## config.mk

```make
export PLATFORM = sky130hd
export DESIGN_NAME = eoc_req_ctrl
export DESIGN_NICKNAME = d
export VERILOG_FILES = /design/src/rtl/eoc_req_pkg.sv /design/src/rtl/eoc_set_detect.sv /design/src/rtl/eoc_flag_core.sv /design/src/rtl/eoc_req_steer.sv /design/src/rtl/eoc_req_ctrl.sv
export SDC_FILE = /design/constraint.sdc
export NUM_CORES = 1
export LEC_CHECK = 0
export ABC_AREA = 1
export BUFFER_PORTS_ARGS = -buffer_cell sky130_fd_sc_hd__buf_2
export CAP_MARGIN = 25
export CORE_AREA = 3 3 40 42
export CTS_CLUSTER_SIZE = 10
export DETAILED_ROUTE_END_ITERATION = 12
export DIE_AREA = 0 0 43 45
export GPL_TIMING_DRIVEN = 0
export PLACE_DENSITY_LB_ADDON = 0.2
export SYNTH_ARGS = -nofsm -noshare
export SYNTH_HDL_FRONTEND = slang
export SYNTH_SLANG_ARGS = --single-unit
export TNS_END_PERCENT = 50
```

## constraint.sdc

```tcl
create_clock -name clk -period 1.6 [get_ports clk]
set_input_delay 0.16 -clock clk [delete_from_list [all_inputs] [get_ports clk]]
set_output_delay 0.16 -clock clk [all_outputs]
set_load 0.01 [all_outputs]
```

## src/rtl/eoc_req_pkg.sv

```systemverilog
package eoc_req_pkg;

    typedef struct packed {
        logic req_en;
        logic dma_sel;
    } route_ctrl_t;

    typedef enum logic [1:0] {
        ROUTE_NONE = 2'd0,
        ROUTE_IRQ  = 2'd1,
        ROUTE_DMA  = 2'd2
    } route_e;

    function automatic route_e route_of(input logic flag, input route_ctrl_t c);
        if (!flag || !c.req_en) return ROUTE_NONE;
        return c.dma_sel ? ROUTE_DMA : ROUTE_IRQ;
    endfunction

endpackage

```

## src/rtl/eoc_set_detect.sv

```systemverilog
module eoc_set_detect (
    input  logic clk,
    input  logic mod_en,
    input  logic mod_busy,
    input  logic eoc_pulse,
    output logic set_ev
);
    logic en_q;

    // Follows the enable in every cycle, including reset, so that an enable
    // already high when reset is released does not count as a fresh start.
    always_ff @(posedge clk) begin
        en_q <= mod_en;
    end

    logic start_ev;
    logic reload_ev;

    always_comb begin
        start_ev  = mod_en && !en_q && !mod_busy;
        reload_ev = eoc_pulse && mod_en;
        set_ev    = start_ev || reload_ev;
    end
endmodule

```

## src/rtl/eoc_flag_core.sv

```systemverilog
module eoc_flag_core (
    input  logic clk,
    input  logic rst,
    input  logic set_ev,
    input  logic dma_sel,
    input  logic stat_rd,
    input  logic any_acc,
    input  logic xfer_done,
    output logic flag
);
    logic armed_q;
    logic sw_clear;
    logic dma_clear;
    logic clr_ev;

    always_comb begin
        sw_clear  = !dma_sel && armed_q && any_acc;
        dma_clear = dma_sel && xfer_done;
        clr_ev    = sw_clear || dma_clear;
    end

    always_ff @(posedge clk) begin
        if (rst) begin
            flag    <= 1'b0;
            armed_q <= 1'b0;
        end else begin
            // A set wins over a clear in the same cycle.
            if (set_ev)      flag <= 1'b1;
            else if (clr_ev) flag <= 1'b0;

            if (set_ev)
                armed_q <= 1'b0;
            else if (!dma_sel && armed_q && any_acc)
                armed_q <= 1'b0;
            else if (!dma_sel && stat_rd && flag)
                armed_q <= 1'b1;
        end
    end
endmodule

```

## src/rtl/eoc_req_steer.sv

```systemverilog
module eoc_req_steer
    import eoc_req_pkg::*;
(
    input  logic        flag,
    input  route_ctrl_t ctrl,
    output logic        irq_req,
    output logic        dma_req
);
    route_e route;

    always_comb begin
        route   = route_of(flag, ctrl);
        irq_req = (route == ROUTE_IRQ);
        dma_req = (route == ROUTE_DMA);
    end
endmodule

```

## src/rtl/eoc_req_ctrl.sv

```systemverilog
module eoc_req_ctrl
    import eoc_req_pkg::*;
#(
    parameter int NUM_CLR = 2
) (
    input  logic               clk,
    input  logic               rst,
    input  logic               mod_en,
    input  logic               mod_busy,
    input  logic               eoc_pulse,
    input  logic               req_en,
    input  logic               dma_sel,
    input  logic               stat_rd,
    input  logic [NUM_CLR-1:0] clr_acc,
    input  logic               xfer_done,
    output logic               eoc_flag,
    output logic               irq_req,
    output logic               dma_req
);
    logic        set_ev;
    logic        any_acc;
    route_ctrl_t ctrl;

    always_comb begin
        any_acc      = |clr_acc;
        ctrl.req_en  = req_en;
        ctrl.dma_sel = dma_sel;
    end

    eoc_set_detect u_set (
        .clk       (clk),
        .mod_en    (mod_en),
        .mod_busy  (mod_busy),
        .eoc_pulse (eoc_pulse),
        .set_ev    (set_ev)
    );

    eoc_flag_core u_flag (
        .clk       (clk),
        .rst       (rst),
        .set_ev    (set_ev),
        .dma_sel   (dma_sel),
        .stat_rd   (stat_rd),
        .any_acc   (any_acc),
        .xfer_done (xfer_done),
        .flag      (eoc_flag)
    );

    eoc_req_steer u_steer (
        .flag    (eoc_flag),
        .ctrl    (ctrl),
        .irq_req (irq_req),
        .dma_req (dma_req)
    );
endmodule

```

After elaboration in Yosys (flattened, before gate mapping)
Cells that the tools add are included.
{ "classes": {"order_cmp": 0, "addsub": 0, "muxes": 6, "multipliers": 0, "bitwise_logic": 0, "shifts": 0, "div": 0, "n_reduce_logical": 19, "eq_ne": 2} }
{ "ops": {"columns": ["operator", "count"], "rows": [
  ["logical AND 1 bit", 8],
  ["two-way mux 2 bit", 3],
  ["zero test 1 bit", 5],
  ["logical OR 1 bit", 3],
  ["two-way mux 1 bit", 3],
  ["OR reduction 3 bit", 1],
  ["== test 2 x 1 -> 1 bit (second input constant)", 1],
  ["== test 2 bit (second input constant)", 1],
  ["nonzero test 2 bit", 1],
  ["OR reduction 2 bit", 1]
]} }
{ "totals": {"mem_bits_rw": 0, "memories": 0, "word_cells": 30, "mem_bits_ro": 0, "latch_bits": 0, "register_bits": 3} }

Depth between registers and ports, before layout
{ "depth": {"ltp_word": 6, "depth_mapped": 5} }

By module
From an unflattened synthesis, not the netlist that was laid out.
{ "unflattened": {"cells_unflattened": 27, "area_unflattened_um2": 170.2} }
{ "by_module_without_submodules": {"columns": ["module", "instances", "cells_each", "area_each_um2", "seq_area_each_um2"], "rows": [
  ["eoc_flag_core", 1, 14, 103.8, 40.0],
  ["eoc_set_detect", 1, 6, 40.0, 20.0],
  ["eoc_req_steer", 1, 4, 15.0, 0.0],
  ["eoc_req_ctrl", 1, 3, 11.3, 0.0]
]} }

Least setup slack after synthesis
No wires, ideal clock.
{ "synth_path": {"path_type": "reg-to-output", "start": "reg u_flag.flag", "end": "out dma_req", "setup_slack_ns": 0.676, "path_stages_with_launch": 3, "n_path_buf": 0, "t_arrival_ns": 0.764, "path_cell_list": "dfxtp_1 inv_1 nor3_1"} }
{ "synth_via": {"elab_chain_cells": 5} }
{ "synth_rtl": {"columns": ["item", "line", "rtl"], "rows": [
  ["start, declared", "eoc_flag_core.sv:9", "output logic flag"],
  ["start signal, assigned", "eoc_flag_core.sv:24", "flag <= 1'b0;"],
  ["start signal, assigned", "eoc_flag_core.sv:28", "if (set_ev) flag <= 1'b1;"],
  ["start signal, assigned", "eoc_flag_core.sv:29", "else if (clr_ev) flag <= 1'b0;"],
  ["zero test 1 bit", "eoc_req_pkg.sv:15", "if (!flag || !c.req_en) return ROUTE_NONE;"],
  ["logical OR 1 bit", "eoc_req_pkg.sv:15", null],
  ["two-way mux 1 bit", "eoc_req_pkg.sv:15", null],
  ["two-way mux 2 bit", "eoc_req_pkg.sv:16", "return c.dma_sel ? ROUTE_DMA : ROUTE_IRQ;"],
  ["== test 2 bit", "eoc_req_steer.sv:14", "dma_req = (route == ROUTE_DMA);"],
  ["end, declared", "eoc_req_ctrl.sv:18", "output logic dma_req"]
]} }
Every way passes these cells.

Worst setup path after layout
Ends and elaborated chain as after synthesis.

==> flow_metrics.env <==
export IMPL_status="complete, no violations"
export IMPL_global_route_usage_met1=0.06715
export IMPL_gr_max_usage_layer="met2"
export IMPL_crit_type="register to output port"
export IMPL_clock_path_buffers=2
export IMPL_num_vias=202
export IMPL_clockRootBuffer="clkbuf_4"
export IMPL_clk_latency_ns=0.23
export IMPL_htreeDepth=1
export IMPL_cts_sinks=3
export IMPL_rrSetupSlack_ns=0.86
export IMPL_cellPowerDensity_nw_per_um2=924.8
export IMPL_layout_setup_ws_ns=0.4709
export IMPL_startpoint_type="register"
export IMPL_holdCritPathClass="primary input to register"
export IMPL_die_w_um=43
export IMPL_grt_pass1_vias=206
export IMPL_fmax_mhz=885.6
export IMPL_finalCritPeriodShare=0.7057
export IMPL_portBuffers=13
export IMPL_design_core_area_sq_um=1285
export IMPL_setup_viol=0
export IMPL_finClkSkew_ns=0.002297
export IMPL_critPathCaptureType="output port"
export IMPL_hold_violations=0
export IMPL_place_hpwl_um=338.9
export IMPL_synth_top_cell_area_share=0.3780
export IMPL_rsz0062_at_grt="no"
export IMPL_dpl_cell_area_sq_um=242.7
export IMPL_num_antenna_cells=0
export IMPL_dr_first_iter_drc_count=4
export IMPL_drcViolationCount=0
export IMPL_worst_pin_slew_ns=0.1526
export IMPL_synth_area_per_cell_sq_um=5.885
export IMPL_wl_um=405
export IMPL_synth_area_sq_um=158.9
export IMPL_cp_arrival_ns=0.97
export IMPL_yosys_top_cells_area="dfxtp_1, inv_1, nand2_1"
export IMPL_met2_usage=0.07485
export IMPL_ys_seq_elements=3
export IMPL_cts_tree="done"
export IMPL_grt_antenna_before_repair=0
export IMPL_syn_nets=38
export IMPL_ios=14
export IMPL_num_rows=13
export IMPL_cts_hold_buf=0
export IMPL_dp_cells=55
export IMPL_synth_top_cell_by_area="dfxtp_1"
export IMPL_start_util=0.1237
export IMPL_slew_limit_headroom=0.8975
export IMPL_drive_above_1_share=0.3636
export IMPL_maxCapViolCount=0
export IMPL_fin_crit_ns=1.129
export IMPL_post_cts_setup_buffer_count=0
export IMPL_cts_made_buffers=3
export IMPL_yosysWarnings=0
export IMPL_pre_cts_slack_ns=0.7145
export IMPL_postRouteAntennaNets=0
export IMPL_use_met3=0.07171
export IMPL_holdWs_ns=0.05752
export IMPL_peakVddDrop_mv=0.3600
export IMPL_viasPerCell=3.424
export IMPL_cts_resized=0
export IMPL_ys_types=8
export IMPL_dieArea_sq_um=1935
export IMPL_ys_seq_area_frac=0.3780
export IMPL_grtUsageTotal=0.06151
export IMPL_fin_nets=56
export IMPL_firstDrtPassIters=4
export IMPL_gr_total_overflow=0
export IMPL_path_max_fanout=3
export IMPL_dieHeight_um=45
export IMPL_syn2layout_area_growth_pct=69.29
export IMPL_setup_tns_final_ns=0
export IMPL_grt_pass1_wl_um=793
export IMPL_wl_per_cell_um=6.864
export IMPL_final_area_sq_um=269.0
export IMPL_fin_cells=59
export IMPL_synthCells=27
export IMPL_clk_pin_slew_ns=0.04
export IMPL_report_final_slew_viol_count=0
export IMPL_p_leak_uw=0.0001644
export IMPL_place_gp_congestion=0.6864
export IMPL_cp_required_ns=1.44
export IMPL_n_fill_cell=147
export IMPL_grt_max_degree=5
==> where the power goes <==
part	internal (uW)	switching [uW]	leakage, uW	total (uW)
Clock	93.4	39.1	0.0000150	133
Combinational	17.1	17.9	0.000125	35.0
Sequential	79.5	1.75	0.0000248	81.2
==> per-stage QoR <==
step                power (uW)    util
floorplan                98.44       -
global placement         117.9  0.1889
detailed placement       117.9  0.1889
CTS                      258.0  0.2093
global route             278.2  0.2093
finish                   248.8  0.2093
==> routing by layer <==
metal | routed length, um | vias up
met4 | 0 | 0
met3 | 73 | 0
met1 | 206 | 76
met2 | 125 | 12
met5 | 0 | -
li1 | - | 114
==> final timing paths <==
| check | start | to | cells after the start |
|---|---|---|---|
| min | mod_en | u_set.en_q | 1 |
| max | u_flag.flag | dma_req | 3 |
| min reg2reg | u_set.en_q | u_flag.flag | 3 |
| max reg2reg | u_flag.flag | u_flag.flag | 4 |
==> cell usage in the layout, fill, tap and decap left out <==
cell	instances
a21oi_1	1
buf_2	13
clkbuf_1	1
clkbuf_4	3
dfxtp_1	3
inv_1	8
nand2_1	7
nand3_1	3
nor2_1	2
nor3_1	2
o21ai_1	1
==> flip-flops by register name, indices dropped and copies added (netlist names) <==
register,count
u_set.en_q,1
u_flag.flag,1
u_flag.armed_q,1
==> final cells by class <==
type / count / area (sq um) / area share
tap: 15 / 18.77 / 0.06977
sequential: 3 / 60.06 / 0.2233
inverter: 8 / 30.03 / 0.1116
multi-input combinational: 16 / 68.82 / 0.2558
clock buffer: 4 / 26.28 / 0.09767
timing repair buffer: 13 / 65.06 / 0.2419
==> critical path, cell delays in order, from the launching register on <==
cell	delay, ns
dfxtp_1	0.33
inv_1	0.07
nor3_1	0.18
buf_2	0.16
==> synth_stat cells <==
cell type,number
nand3_1,3
o21ai_1,1
nor2_1,2
dfxtp_1,3
nand2_1,7
nor3_1,2
inv_1,8
a21oi_1,1
==> kinds of logic after synthesis <==
group / count (synthesis) / share of synthesized area
buffers and inverters: 8 / 0.1890
AO/OA/AOI/OAI: 2 / 0.06293
AND/OR/NAND/NOR: 14 / 0.3701
flip-flops: 3 / 0.3780
Power figures use the tool's default switching activity.
